## src/rtl/psel_pkg.sv

```systemverilog
// Package: default sizes and constants shared by the selector modules.
package psel_pkg;
    localparam int unsigned SRC_N_DEF  = 64;
    localparam int unsigned PRIO_W_DEF = 5;
    localparam int unsigned VEC_W_DEF  = 8;
    localparam logic [VEC_W_DEF-1:0] SPUR_VEC_DEF = 8'hFF;
endpackage

```

## src/rtl/psel_pick2.sv

```systemverilog
// Module: psel_pick2
// Compares two candidates and passes on the winner. The "lo" input must
// carry the lower source numbers; "hi" wins only with a strictly greater
// priority, so ties keep the lower number.
// Assumes: each candidate's idx/prio are meaningful only when its valid is 1.
module psel_pick2 #(
    parameter int unsigned IDX_W  = 6,
    parameter int unsigned PRIO_W = 5
) (
    input  logic              lo_v,
    input  logic [IDX_W-1:0]  lo_idx,
    input  logic [PRIO_W-1:0] lo_prio,
    input  logic              hi_v,
    input  logic [IDX_W-1:0]  hi_idx,
    input  logic [PRIO_W-1:0] hi_prio,
    output logic              out_v,
    output logic [IDX_W-1:0]  out_idx,
    output logic [PRIO_W-1:0] out_prio
);
    logic take_hi;

    // choose the upper candidate only if it strictly beats the lower one
    always_comb begin
        take_hi  = hi_v && (!lo_v || (hi_prio > lo_prio));
        out_v    = lo_v | hi_v;
        out_idx  = take_hi ? hi_idx  : lo_idx;
        out_prio = take_hi ? hi_prio : lo_prio;
    end
endmodule

```

## src/rtl/psel_scan.sv

```systemverilog
// Module: psel_scan
// Combinational priority scan over all sources, built as a balanced
// binary tree of psel_pick2 nodes in heap layout. Leaves sit in source
// order, left child always holds lower numbers, so the tree yields the
// lowest-numbered source among those with the greatest priority.
// Assumes: SRC_N is a power of two and at least 2.
module psel_scan #(
    parameter int unsigned SRC_N  = psel_pkg::SRC_N_DEF,
    parameter int unsigned PRIO_W = psel_pkg::PRIO_W_DEF,
    localparam int unsigned IDX_W = $clog2(SRC_N)
) (
    input  logic [SRC_N-1:0]        req,
    input  logic [SRC_N*PRIO_W-1:0] prio_flat,
    output logic                    found,
    output logic [IDX_W-1:0]        best_idx,
    output logic [PRIO_W-1:0]       best_prio
);
    localparam int unsigned NODES = 2 * SRC_N - 1;
    localparam int unsigned LEAF0 = SRC_N - 1;

    logic              nv [NODES];
    logic [IDX_W-1:0]  ni [NODES];
    logic [PRIO_W-1:0] np [NODES];

    genvar g;
    // leaves: one per source, carrying its request, number and priority
    for (g = 0; g < SRC_N; g++) begin : g_leaf
        assign nv[LEAF0+g] = req[g];
        assign ni[LEAF0+g] = IDX_W'(g);
        assign np[LEAF0+g] = prio_flat[g*PRIO_W +: PRIO_W];
    end

    // inner nodes: node k merges children 2k+1 (lower) and 2k+2 (upper)
    for (g = 0; g < SRC_N - 1; g++) begin : g_node
        psel_pick2 #(.IDX_W(IDX_W), .PRIO_W(PRIO_W)) u_pick (
            .lo_v    (nv[2*g+1]),
            .lo_idx  (ni[2*g+1]),
            .lo_prio (np[2*g+1]),
            .hi_v    (nv[2*g+2]),
            .hi_idx  (ni[2*g+2]),
            .hi_prio (np[2*g+2]),
            .out_v   (nv[g]),
            .out_idx (ni[g]),
            .out_prio(np[g])
        );
    end

    assign found     = nv[0];
    assign best_idx  = ni[0];
    assign best_prio = np[0];
endmodule

```

## src/rtl/psel_raised_set.sv

```systemverilog
// Module: psel_raised_set
// Holds the set of raised sources for one CPU. Raise strobes set bits;
// a single clear request removes one bit. A raise of the same bit at the
// same edge wins over the clear.
// Assumes: clr_idx is in range whenever clr_en is 1.
module psel_raised_set #(
    parameter int unsigned SRC_N = psel_pkg::SRC_N_DEF,
    localparam int unsigned IDX_W = $clog2(SRC_N)
) (
    input  logic             clk,
    input  logic             rst_n,
    input  logic [SRC_N-1:0] raise,
    input  logic             clr_en,
    input  logic [IDX_W-1:0] clr_idx,
    output logic [SRC_N-1:0] raised
);
    logic [SRC_N-1:0] raised_q;
    logic [SRC_N-1:0] clr_mask;

    // one-hot mask of the bit being removed
    always_comb begin
        clr_mask = '0;
        if (clr_en) clr_mask[clr_idx] = 1'b1;
    end

    // update: clear first, then merge new raises
    always_ff @(posedge clk) begin
        if (!rst_n) raised_q <= '0;
        else        raised_q <= (raised_q & ~clr_mask) | raise;
    end

    assign raised = raised_q;
endmodule

```

## src/rtl/psel_sel_cache.sv

```systemverilog
// Module: psel_sel_cache
// Caches the scan result and handles the acknowledge. The cache is dropped
// on any raise or on an accepted acknowledge, and reloaded from the scan
// on the following edge. An acknowledge is accepted only while a valid
// selection is shown; otherwise it returns the spurious vector.
// Assumes: vec_i is the vector of the source shown on sel_idx.
module psel_sel_cache #(
    parameter int unsigned IDX_W  = 6,
    parameter int unsigned PRIO_W = psel_pkg::PRIO_W_DEF,
    parameter int unsigned VEC_W  = psel_pkg::VEC_W_DEF,
    parameter logic [VEC_W-1:0] SPUR_VEC = psel_pkg::SPUR_VEC_DEF
) (
    input  logic              clk,
    input  logic              rst_n,
    input  logic              any_raise,
    input  logic              ack,
    input  logic              scan_found,
    input  logic [IDX_W-1:0]  scan_idx,
    input  logic [PRIO_W-1:0] scan_prio,
    input  logic [VEC_W-1:0]  vec_i,
    output logic              avail,
    output logic [IDX_W-1:0]  sel_idx,
    output logic [PRIO_W-1:0] sel_prio,
    output logic              clr_en,
    output logic              ack_done,
    output logic [VEC_W-1:0]  ack_vec
);
    logic              ok_q;
    logic              found_q;
    logic [IDX_W-1:0]  idx_q;
    logic [PRIO_W-1:0] prio_q;
    logic              done_q;
    logic [VEC_W-1:0]  vec_q;
    logic              shown;

    // a selection is shown only when the cache is loaded and found one
    assign shown  = ok_q & found_q;
    assign clr_en = ack & shown;

    // cache state: drop on change, reload from the scan when dropped
    always_ff @(posedge clk) begin
        if (!rst_n) begin
            ok_q    <= 1'b0;
            found_q <= 1'b0;
            idx_q   <= '0;
            prio_q  <= '0;
        end else if (any_raise || clr_en) begin
            ok_q    <= 1'b0;
            found_q <= 1'b0;
        end else if (!ok_q) begin
            ok_q    <= 1'b1;
            found_q <= scan_found;
            idx_q   <= scan_idx;
            prio_q  <= scan_prio;
        end
    end

    // acknowledge response: pulse plus the returned vector
    always_ff @(posedge clk) begin
        if (!rst_n) begin
            done_q <= 1'b0;
            vec_q  <= '0;
        end else begin
            done_q <= ack;
            if (ack) vec_q <= shown ? vec_i : SPUR_VEC;
        end
    end

    assign avail    = shown;
    assign sel_idx  = shown ? idx_q  : '0;
    assign sel_prio = shown ? prio_q : '0;
    assign ack_done = done_q;
    assign ack_vec  = vec_q;
endmodule

```

## src/rtl/psel_cpu_selector.sv

```systemverilog
// Module: psel_cpu_selector (top)
// Per-CPU interrupt selector: raised set, cached priority scan and
// acknowledge handling. The vector is looked up outside from sel_idx_o.
// Assumes: SRC_N is a power of two; prio_i is held while a rescan runs.
module psel_cpu_selector #(
    parameter int unsigned SRC_N  = psel_pkg::SRC_N_DEF,
    parameter int unsigned PRIO_W = psel_pkg::PRIO_W_DEF,
    parameter int unsigned VEC_W  = psel_pkg::VEC_W_DEF,
    parameter logic [VEC_W-1:0] SPUR_VEC = psel_pkg::SPUR_VEC_DEF,
    localparam int unsigned IDX_W = $clog2(SRC_N)
) (
    input  logic                    clk,
    input  logic                    rst_n,
    input  logic [SRC_N-1:0]        raise_i,
    input  logic [SRC_N*PRIO_W-1:0] prio_i,
    output logic                    irq_avail_o,
    output logic [IDX_W-1:0]        sel_idx_o,
    output logic [PRIO_W-1:0]       sel_prio_o,
    input  logic [VEC_W-1:0]        vec_i,
    input  logic                    ack_i,
    output logic                    ack_done_o,
    output logic [VEC_W-1:0]        ack_vec_o
);
    logic [SRC_N-1:0]  raised_q;
    logic              clr_en;
    logic              scan_found;
    logic [IDX_W-1:0]  scan_idx;
    logic [PRIO_W-1:0] scan_prio;

    psel_raised_set #(.SRC_N(SRC_N)) u_set (
        .clk    (clk),
        .rst_n  (rst_n),
        .raise  (raise_i),
        .clr_en (clr_en),
        .clr_idx(sel_idx_o),
        .raised (raised_q)
    );

    psel_scan #(.SRC_N(SRC_N), .PRIO_W(PRIO_W)) u_scan (
        .req      (raised_q),
        .prio_flat(prio_i),
        .found    (scan_found),
        .best_idx (scan_idx),
        .best_prio(scan_prio)
    );

    psel_sel_cache #(
        .IDX_W(IDX_W), .PRIO_W(PRIO_W), .VEC_W(VEC_W), .SPUR_VEC(SPUR_VEC)
    ) u_cache (
        .clk       (clk),
        .rst_n     (rst_n),
        .any_raise (|raise_i),
        .ack       (ack_i),
        .scan_found(scan_found),
        .scan_idx  (scan_idx),
        .scan_prio (scan_prio),
        .vec_i     (vec_i),
        .avail     (irq_avail_o),
        .sel_idx   (sel_idx_o),
        .sel_prio  (sel_prio_o),
        .clr_en    (clr_en),
        .ack_done  (ack_done_o),
        .ack_vec   (ack_vec_o)
    );
endmodule

```

## config.mk

```make
export PLATFORM = sky130hd
export DESIGN_NAME = psel_cpu_selector
export DESIGN_NICKNAME = d
export VERILOG_FILES = /design/src/rtl/psel_pkg.sv /design/src/rtl/psel_pick2.sv /design/src/rtl/psel_scan.sv /design/src/rtl/psel_raised_set.sv /design/src/rtl/psel_sel_cache.sv /design/src/rtl/psel_cpu_selector.sv
export SDC_FILE = /design/constraint.sdc
export NUM_CORES = 1
export LEC_CHECK = 0
export BUFFER_PORTS_ARGS = -buffer_cell sky130_fd_sc_hd__buf_4
export CORE_MARGIN = 5
export CORE_UTILIZATION = 40
export DETAILED_ROUTE_END_ITERATION = 7
export GPL_TIMING_DRIVEN = 0
export HOLD_SLACK_MARGIN = 0.03
export SLEW_MARGIN = 20
export SYNTH_ARGS = -nofsm -noshare
export SYNTH_HDL_FRONTEND = slang
export SYNTH_SLANG_ARGS = --single-unit
```

## constraint.sdc

```tcl
create_clock -name clk -period 31.6 [get_ports clk]
set_input_delay 4.74 -clock clk [delete_from_list [all_inputs] [get_ports clk]]
set_output_delay 4.74 -clock clk [all_outputs]
set_load 0.005 [all_outputs]
```

=== Yosys cells after proc, flatten, opt, wreduce, memory -nomap -nowiden ===
Cells that the tools add are included.

* ROM bits: 0
* Memories: 0
* Input bits: 395
* Flip-flop bits (word level): 86
* Bits in latches: 0
* RAM bits: 0

* Reduce and logical (&&, ||, !) cells: 194
* Multiply operators: 0
* Muxes and demuxes: 133
* $add $sub $neg: 0
* Divide/modulo/power cells: 0
* Shifts and indexed selects: 0
* Bitwise logic cells: 71
* Order comparisons: 65
* Equal/unequal tests: 0

{| class="wikitable"
|+ Operators by type and width
! operator !! count
|-
| $mux W5 || 66
|-
| $gt A5 B5 Y1 || 63
|-
| $and A64 B64 Y64 || 1
|-
| $logic_and A1 B1 Y1 || 64
|-
| $logic_or A1 B1 Y1 || 64
|-
| $mux W64 || 1
|-
| $not A64 Y64 || 1
|-
| $or A64 B64 Y64 || 1
|-
| $reduce_or A64 Y1 || 1
|-
| $logic_not A1 Y1 || 63
|-
| $or A1 B1 Y1 || 63
|-
| $mux W1 || 34
|-
| $mux W2 || 16
|-
| $mux W3 || 8
|-
| $mux W4 || 4
|-
| $mux W6 || 2
|-
| $mux W8 || 1
|-
| $lt A6 B7 Y1 const B || 1
|-
| $demux W1 S6 || 1
|-
| $ge A6 B1 Y1 const B || 1
|-
| $not A1 Y1 || 3
|-
| $and A1 B1 Y1 || 2
|-
| $reduce_and A2 Y1 || 1
|-
| $reduce_or A2 Y1 || 1
|}

=== Longest topological paths before layout ===
Gate-level depths: netlist (run 1).

* Depth in word-level cells: 24
* Depth in mapped cells: 67

=== Modules after synthesis ===
Synthesis (run 1) repeated with hierarchy kept, for this count alone.

* Cells, all modules: 2451
* Area total of the unflattened synthesis: 23638.9 um^2

{| class="wikitable"
|+ Modules (own cells, without submodules)
! module !! area each (um^2) !! instances !! cells an instance
|-
| psel_pick2 || 314.1 || 63 || 32
|-
| psel_raised_set || 2765.2 || 1 || 302
|-
| psel_sel_cache || 942.2 || 1 || 110
|-
| psel_cpu_selector || 138.9 || 1 || 21
|-
| psel_scan || 7.5 || 1 || 2
|}

=== Worst setup path before layout (run 1) ===
OpenSTA, ideal clock, no wires.

* Path kind: input-to-reg
* From: input prio_i[244]
* To: register u_cache.idx_q[4]
* Slack: 16564 ps
* Required time: 31530 ps
* Arrival: 14966 ps
* Cell stages on the path: 60
* Buffers on the path: 3
* Path through: inv_1 ha_1 and3_1 and3_1 a21oi_1 o21a_1 mux2i_1 ha_1 a21o_1 nand2_1 o21ai_0 a21boi_0 a2111o_1 nand2_1 nor2_1 a21oi_1 inv_1 ha_1 [24 not listed] nand2b_1 a21oi_1 a31oi_1 o22ai_1 clkbuf_1 mux2i_2 ha_1 nor2b_1 o21a_1 o21a_1 o21ai_0 nand2b_1 a21oi_1 nor2_1 and2_1 clkbuf_1 or3_1 a21oi_1

* Cells in the longest elaborated chain, start to end: 24

{| class="wikitable"
|+ RTL lines
! element !! RTL line !! source
|-
| start, declared || psel_cpu_selector.sv:15 || <nowiki>input logic [SRC_N*PRIO_W-1:0] prio_i,</nowiki>
|-
| $gt A5 B5 Y1 || psel_pick2.sv:24 || <nowiki>take_hi = hi_v && (!lo_v || (hi_prio > lo_prio));</nowiki>
|-
| $logic_or A1 B1 Y1 || psel_pick2.sv:24 ||
|-
| $logic_and A1 B1 Y1 || psel_pick2.sv:24 ||
|-
| $mux W5 * || psel_pick2.sv:27 || <nowiki>out_prio = take_hi ? hi_prio : lo_prio;</nowiki>
|-
| $gt A5 B5 Y1 || psel_pick2.sv:24 ||
|-
| $logic_or A1 B1 Y1 || psel_pick2.sv:24 ||
|-
| $logic_and A1 B1 Y1 || psel_pick2.sv:24 ||
|-
| $mux W5 * || psel_pick2.sv:27 ||
|-
| [8 not listed] || n/a ||
|-
| $gt A5 B5 Y1 || psel_pick2.sv:24 ||
|-
| $logic_or A1 B1 Y1 || psel_pick2.sv:24 ||
|-
| $logic_and A1 B1 Y1 || psel_pick2.sv:24 ||
|-
| $mux W5 || psel_pick2.sv:27 ||
|-
| $gt A5 B5 Y1 || psel_pick2.sv:24 ||
|-
| $logic_or A1 B1 Y1 || psel_pick2.sv:24 ||
|-
| $logic_and A1 B1 Y1 || psel_pick2.sv:24 ||
|-
| $mux W6 * || psel_pick2.sv:26 || <nowiki>out_idx = take_hi ? hi_idx : lo_idx;</nowiki>
|-
| end signal, assigned || psel_sel_cache.sv:53 || <nowiki>idx_q <= scan_idx;</nowiki>
|-
| end, declared || psel_sel_cache.sv:30 || <nowiki>logic [IDX_W-1:0] idx_q;</nowiki>
|}

Every way passes the cells marked *; elsewhere a longest branch is shown, timed or not.
A chain may end at the register's enable or synchronous reset.

=== Final worst setup path (run 1) ===
* From: input prio_i[244]
* To: register u_cache.prio_q[1]

* Cells in the longest elaborated chain, start to end: 24

{| class="wikitable"
|+ RTL lines
! element !! RTL line !! source
|-
| $gt A5 B5 Y1 || psel_pick2.sv:24 ||
|-
| $logic_or A1 B1 Y1 || psel_pick2.sv:24 ||
|-
| $logic_and A1 B1 Y1 || psel_pick2.sv:24 ||
|-
| $mux W5 * || psel_pick2.sv:27 ||
|-
| $gt A5 B5 Y1 || psel_pick2.sv:24 ||
|-
| $logic_or A1 B1 Y1 || psel_pick2.sv:24 ||
|-
| $logic_and A1 B1 Y1 || psel_pick2.sv:24 ||
|-
| $mux W5 * || psel_pick2.sv:27 ||
|-
| [8 not listed] || n/a ||
|-
| $gt A5 B5 Y1 || psel_pick2.sv:24 ||
|-
| $logic_or A1 B1 Y1 || psel_pick2.sv:24 ||
|-
| $logic_and A1 B1 Y1 || psel_pick2.sv:24 ||
|-
| $mux W5 * || psel_pick2.sv:27 ||
|-
| $gt A5 B5 Y1 || psel_pick2.sv:24 ||
|-
| $logic_or A1 B1 Y1 || psel_pick2.sv:24 ||
|-
| $logic_and A1 B1 Y1 || psel_pick2.sv:24 ||
|-
| $mux W5 * || psel_pick2.sv:27 ||
|-
| end signal, assigned || psel_sel_cache.sv:54 || <nowiki>prio_q <= scan_prio;</nowiki>
|-
| end, declared || psel_sel_cache.sv:31 || <nowiki>logic [PRIO_W-1:0] prio_q;</nowiki>
|}

Marked as above.

==> results of run 1 <==
metrics by stage:
| step | worst slack (ns) | utilization, % |
|---|---|---|
| 3_5_place_dp | 14.26 | 49.4 |
| 2_1_floorplan | 16.56 | - |
| 4_1_cts | 14.63 | 50.1 |
| 6_report | 14.47 | 50.2 |
| 5_1_grt | 13.46 | 50.1 |
| 3_3_place_gp | 14.18 | 49.3 |
worst max-delay path by stage:
stage | from | end | slack (ns) | depth (start not counted)
final | prio_i[244] | u_cache.prio_q[1] | 14.47 | 60
after global routing | prio_i[244] | u_cache.prio_q[1] | 13.46 | 60
after CTS | prio_i[244] | u_cache.prio_q[1] | 14.63 | 60
after detailed placement | prio_i[244] | u_cache.prio_q[1] | 14.26 | 60
after global placement | prio_i[244] | u_cache.idx_q[0] | 14.18 | 61
after floorplan | prio_i[244] | u_cache.idx_q[4] | 16.56 | 60
state kept, by name, summed over array words and instances, names as in the netlist:
name	flops
u_cache.ack_done	1
u_set.raised	64
u_cache.found_q	1
u_cache.ok_q	1
u_cache.idx_q	6
u_cache.ack_vec	8
u_cache.prio_q	5
worst max-delay path: cells and delay by family:
kind / cells / cell delay, ns
mux: 3 / 1.16
fa+ha+maj: 6 / 1.83
buf+inv: 7 / 0.99
simple gates: 17 / 2.30
compound gates: 27 / 6.30
report_power, final:
group	switching (W)	internal, W	leakage (nW)
registers	0.00000998	0.000115	0.717
logic	0.000636	0.000408	9.67
clock network	0.0000527	0.0000652	0.157
final cells by class:
cell class / count / area [µm²] / area share (%)
antenna: 5 / 12.5 / 0.0597
buffer: 36 / 151 / 0.723
clock buffer: 10 / 239 / 1.14
clock inverter: 6 / 75.1 / 0.358
inverter: 300 / 1130 / 5.38
multi-input combinational: 1935 / 13800 / 66.0
sequential: 86 / 1720 / 8.22
tap: 539 / 674 / 3.22
timing repair buffer: 415 / 3120 / 14.9
metal layers:
metal | vias up | routed length [µm] | global-route usage (%)
met2 | 535 | 29600 | 44.4
li1 | 9394 | - | -
met3 | 79 | 3640 | 3.56
met5 | - | 7 | 0
met4 | 2 | 1150 | 5.74
met1 | 8798 | 27400 | 32.9
logic make-up (layout without fill, tap and decap cells):
| kind of cell | Yosys count | in the layout |
|---|---|---|
| buffers and inverters | 336 | 767 |
| xor gates and xnor gates | 8 | 8 |
| adders and majority gates | 300 | 300 |
| other | 0 | 5 |
| muxes | 170 | 170 |
| DFF | 86 | 86 |
| and+or+nand+nor | 769 | 769 |
| AOI/OAI and AO/OA | 688 | 688 |
cells in the final DEF (no fill, tap or decap), types with 22 or more instances in the layout:
cell type,count
dfxtp_1,86
nand2_1,202
a31oi_1,23
nand3_1,42
o22ai_1,26
nand4_1,32
nor2_1,244
mux2i_1,123
inv_1,298
clkbuf_1,28
ha_1,298
nor4_1,27
and3_1,31
o21ai_1,22
a21oi_1,225
o21ai_0,140
o21a_1,53
nor2b_1,52
nor3_1,22
nand2b_1,40
mux2_2,36
buf_4,416
==> flow_summary_export.csv, run 1 <==
group,metric,value,unit
clock_network,root_buffer,"clkbuf_16",
final_layout,num-nets-final,3476,
critical_path,cp-end-kind,"register",
critical_path,r2r-start,"u_set.raised[49]",
sta,period_needed,17.13,ns
clock_network,cts_tree,"done",
synthesis,synth_compound_area_share,26.7,%
floorplan,core,0.0418,mm²
drt,antenna_left,0,
floorplan,die_h,215,µm
sta,fin_crit_sh,54.2,%
clock_network,cts_buffer_depth,2,
final_layout,num-fill-cells,4203,
synthesis,synth_top_family_by_area,"compound AO/OA/AOI/OAI gates",
floorplan,initial_core_util,40.3,%
sta,rsz0062_at_grt,"false",
final_layout,final_area,0.0209,mm²
synthesis,yosysWarnings,0,
synthesis,synth_edf_count,0,
grt,grt_overflow,0,
placed_design,placedCellCount,3311,
synthesis,synth-async-reset-ratio,0,%
synthesis,synthMuxAreaShare,10.8,%
drt,drc_errors,0,
clock_network,post_cts_resize_count,0,
grt,grt_pass1_wl,96.4,mm
critical_path,startpoint_type,"input port",
synthesis,synthAdderAreaFrac,22.3,%
clock_network,clkLatencyLatePin,0.36,ns
min_path,hold_depth,2,
critical_path,critPathArrivalTime,17.38,ns
synthesis,synth_area_leader_cell,"ha_1",
critical_path,reg2reg_slack,19.22,ns
power_and_ir_drop,p_per_area,61.5,mW/mm²
final_layout,syn_to_final_growth,24.5,%
synthesis,synth_flop_cell,"dfxtp_1",
clock_network,post_cts_buffers,0,
min_path,hp-start,"u_cache.prio_q[0]",
placed_design,portBuffers,415,
power_and_ir_drop,max-vdd-ir-drop,0.0965,mV
clock_network,cts_hold_buf,0,
power_and_ir_drop,p_leak,10.5,nW
clock_network,clk_pin_slew,0.07,ns
sta,clock.fmax,58.4,MHz
critical_path,slowest_stage,"a21oi_1",
synthesis,synth-simple-area-share,22.0,%
clock_network,numCtsBuffers,9,
run,max-cap-violations,0,
synthesis,synthTopCellsByArea,"ha_1, dfxtp_1, mux2i_1",
drt,via_per_inst,5.64,
drt,vias,18800,
synthesis,synth_seq_cells,86,
drt,first_pass_iters,6,
sta,setup_viol,0,
clock_network,cts.sinks,86,
floorplan,ioPinCount,416,
synthesis,synth_top_area_share,22.2,%
sta,hold_ws,0.449,ns
placed_design,post_dp_cell_area,0.0206,mm²
placed_design,gp_congestion,0.930,
sta,hold_viol,0,
sta,tightestPinTransition,1.08,ns
synthesis,syn_area_per_cell,7.13,µm²
drt,drt-initial-drc-count,1356,
synthesis,netlist_area,0.0168,mm²
synthesis,yosysUniqueCellTypes,111,
synthesis,seq_area_frac_synth,10.2,%
synthesis,netlist_top_cells_count,"ha_1, inv_1, nor2_1",
synthesis,syn_inst,2357,
floorplan,die_width,215,µm
grt,grt_start_max_net_pins,17,
critical_path,r2r_end,"u_cache.prio_q[1]",
critical_path,crit_type,"input port to register",
floorplan,die_area,0.0462,mm²
final_layout,final_cells,3332,
power_and_ir_drop,finalPower,0.00129,W
grt,grt_util_all_layers,25.3,%
critical_path,crit_fanout,10,
critical_path,critical_path.max_stage_delay,0.60,ns
drt,wl_per_cell,18.6,µm
synthesis,synth-xor-area-share,0.417,%
outcome,status,"completed",
drt,routed_wl,61.8,mm
clock_network,cts_max_level,3,
sta,fin_skew,0.0102,ns
final_layout,drive_gt1_share,19.4,%
floorplan,rows,75,
critical_path,reg2reg_depth,55,
synthesis,synthesis.nets,3050,
sta,setup_tns,0,ns
min_path,min_path_type,"register to register",
min_path,holdPathEnd,"u_cache.prio_q[0]",
placed_design,dp_hpwl,53.9,mm
sta,drv_slew,0,
critical_path,critical_path_required,31.85,ns
grt,grt_pass1_vias,18500,
sta,relSlewSlack,27.8,%
grt,antenna_found_initial,5,
Power figures use the tool's default switching activity.
==> inputs of run 2 (changes only) <==
- PLACE_DENSITY: unset -> 0.65
- clock period: 31.6 -> 15.6 ns (I/O delays scaled with it)
==> run 2 against run 1 <==
Net effect: clock power rose by 94%; sequential power rose by 100%; wire length fell by 1.1%; register-to-register slack got worse by 16 ns; total power rose by 100%; hold slack improved by 0.0023 ns; highest routed layer is now met4.
==> flow_summary_export.csv, run 2 (synthesized netlist as in run 1, its figures left out) <==
group,metric,value,unit
floorplan,rows,75,
power_and_ir_drop,p_per_area,125,mW/mm²
sta,clock.fmax,68.2,MHz
drt,wl_per_cell,18.4,µm
placed_design,portBuffers,415,
outcome,status,"completed",
placed_design,gp_congestion,0.917,
placed_design,dp_hpwl,53.5,mm
sta,setup_tns,0,ns
drt,via_per_inst,5.60,
drt,antenna_left,0,
sta,fin_crit_sh,94.1,%
min_path,min_path_type,"register to register",
clock_network,clk_pin_slew,0.08,ns
critical_path,crit_fanout,10,
critical_path,critical_path_required,15.86,ns
sta,tightestPinTransition,1.15,ns
final_layout,num-fill-cells,4197,
clock_network,root_buffer,"clkbuf_16",
floorplan,die_h,215,µm
grt,grt_util_all_layers,25.0,%
power_and_ir_drop,p_leak,10.5,nW
power_and_ir_drop,intPower,0.00118,W
critical_path,slowest_stage,"a21oi_1",
clock_network,numCtsBuffers,9,
drt,vias,18700,
placed_design,placedCellCount,3311,
floorplan,ioPinCount,416,
clock_network,post_cts_resize_count,0,
final_layout,multi_input_area,0.0138,mm²
final_layout,final_area,0.0209,mm²
grt,grt_overflow,0,
sta,relSlewSlack,23.2,%
floorplan,initial_core_util,40.3,%
clock_network,cts_tree,"done",
sta,hold_ws,0.451,ns
critical_path,critical_path.max_stage_delay,0.64,ns
clock_network,clkLatencyLatePin,0.37,ns
run,max-cap-violations,0,
clock_network,post_cts_buffers,0,
sta,setup_viol,0,
critical_path,startpoint_type,"input port",
final_layout,drive_gt1_share,19.4,%
sta,fin_skew,0.0133,ns
final_layout,final_common_cell,"buf_4",
floorplan,die_area,0.0462,mm²
sta,period_needed,14.67,ns
clock_network,cts_hold_buf,0,
drt,drc_errors,0,
final_layout,final_cells,3333,
power_and_ir_drop,p_sw,0.00144,W
clock_network,cts_buffer_depth,2,
grt,grt_pass1_wl,95.5,mm
drt,drt-initial-drc-count,1193,
grt,grt_start_max_net_pins,19,
critical_path,critPathArrivalTime,14.93,ns
sta,hold_viol,0,
clock_network,cts_max_level,3,
sta,drv_slew,0,
power_and_ir_drop,power_frac_seq,9.7,%
drt,routed_wl,61.2,mm
drt,first_pass_iters,5,
power_and_ir_drop,p_sw_share,55.0,%
final_layout,num-nets-final,3476,
floorplan,core,0.0418,mm²
critical_path,cp-end-kind,"register",
clock_network,cts.sinks,86,
final_layout,largest_reg_flops,64,
power_and_ir_drop,power_frac_comb,81.6,%
grt,antenna_found_initial,6,
power_and_ir_drop,pwr-share-clk,8.8,%
final_layout,final_cell_mix,"buf_4, inv_1, ha_1, nor2_1, a21oi_1",
final_layout,syn_to_final_growth,24.4,%
placed_design,post_dp_cell_area,0.0206,mm²
floorplan,die_width,215,µm
sta,rsz0062_at_grt,"false",
power_and_ir_drop,max-vdd-ir-drop,0.198,mV
critical_path,crit_type,"input port to register",
grt,grt_pass1_vias,18400,
final_layout,regArea,0.00172,mm²
-- run 2: cell count changes in the layout (fill, tap and decap cells not counted), sizes merged --
cell | previous run | this run
clkinvlp | 0 | 1
diode | 5 | 6
clkbuf | 38 | 37
clkinv | 3 | 4
bufinv | 1 | 0
-- run 2: per-layer routing --
metal / vias up / share of wire, % / GRT usage (%)
met5: - / 0 / 0
met4: 0 / 2.5 / 6.61
met3: 90 / 5.5 / 3.73
met2: 531 / 48 / 44.1
met1: 8669 / 44 / 32.0
li1: 9384 / - / -
-- run 2: worst max-delay path, delay by kind of cell --
kind / cells / cell delay, ns
adder cells (fa/ha/maj): 6 / 1.83
AND/OR/NAND/NOR: 17 / 2.31
multiplexers: 3 / 1.13
AO/OA/AOI/OAI: 27 / 6.35
buffers and inverters: 7 / 0.95
-- run 2: final timing paths --
kind	start	depth (start not counted)	to	slack, ns
hold reg to reg	u_cache.prio_q[4]	2	u_cache.prio_q[4]	0.45
hold / removal	u_cache.prio_q[4]	2	u_cache.prio_q[4]	0.45
setup / recovery	prio_i[244]	60	u_cache.prio_q[1]	0.93
setup reg to reg	u_set.raised[49]	55	u_cache.prio_q[1]	3.24
-- run 2: stage by stage --
step	util, %	total power, W	setup WS, ns
floorplan	-	0.00172	2.96
global placement	49.3	0.00229	0.464
detailed placement	49.4	0.00235	0.775
CTS	50.1	0.00258	1.11
global route	50.1	0.00286	0.122
finish	50.1	0.00261	0.928
-- run 2: layout make-up --
type,instances,area share [%]
Timing Repair Buffer,415,14.9
Multi-Input combinational cell,1935,66.1
Antenna cell,6,0.0718
Clock inverter,7,0.347
Sequential cell,86,8.23
Buffer,36,0.724
Inverter,300,5.38
Clock buffer,9,1.08
Tap cell,539,3.22
-- run 2: power by group through the flow --
stage | Clock [W] | Sequential [W] | Combinational [W]
2_1_floorplan | 0 | 0.000249 | 0.00147
3_3_place_gp | 0 | 0.000257 | 0.00203
3_5_place_dp | 0 | 0.000257 | 0.00209
4_1_cts | 0.000233 | 0.000252 | 0.00210
5_1_grt | 0.000240 | 0.000254 | 0.00237
6_report | 0.000229 | 0.000253 | 0.00213
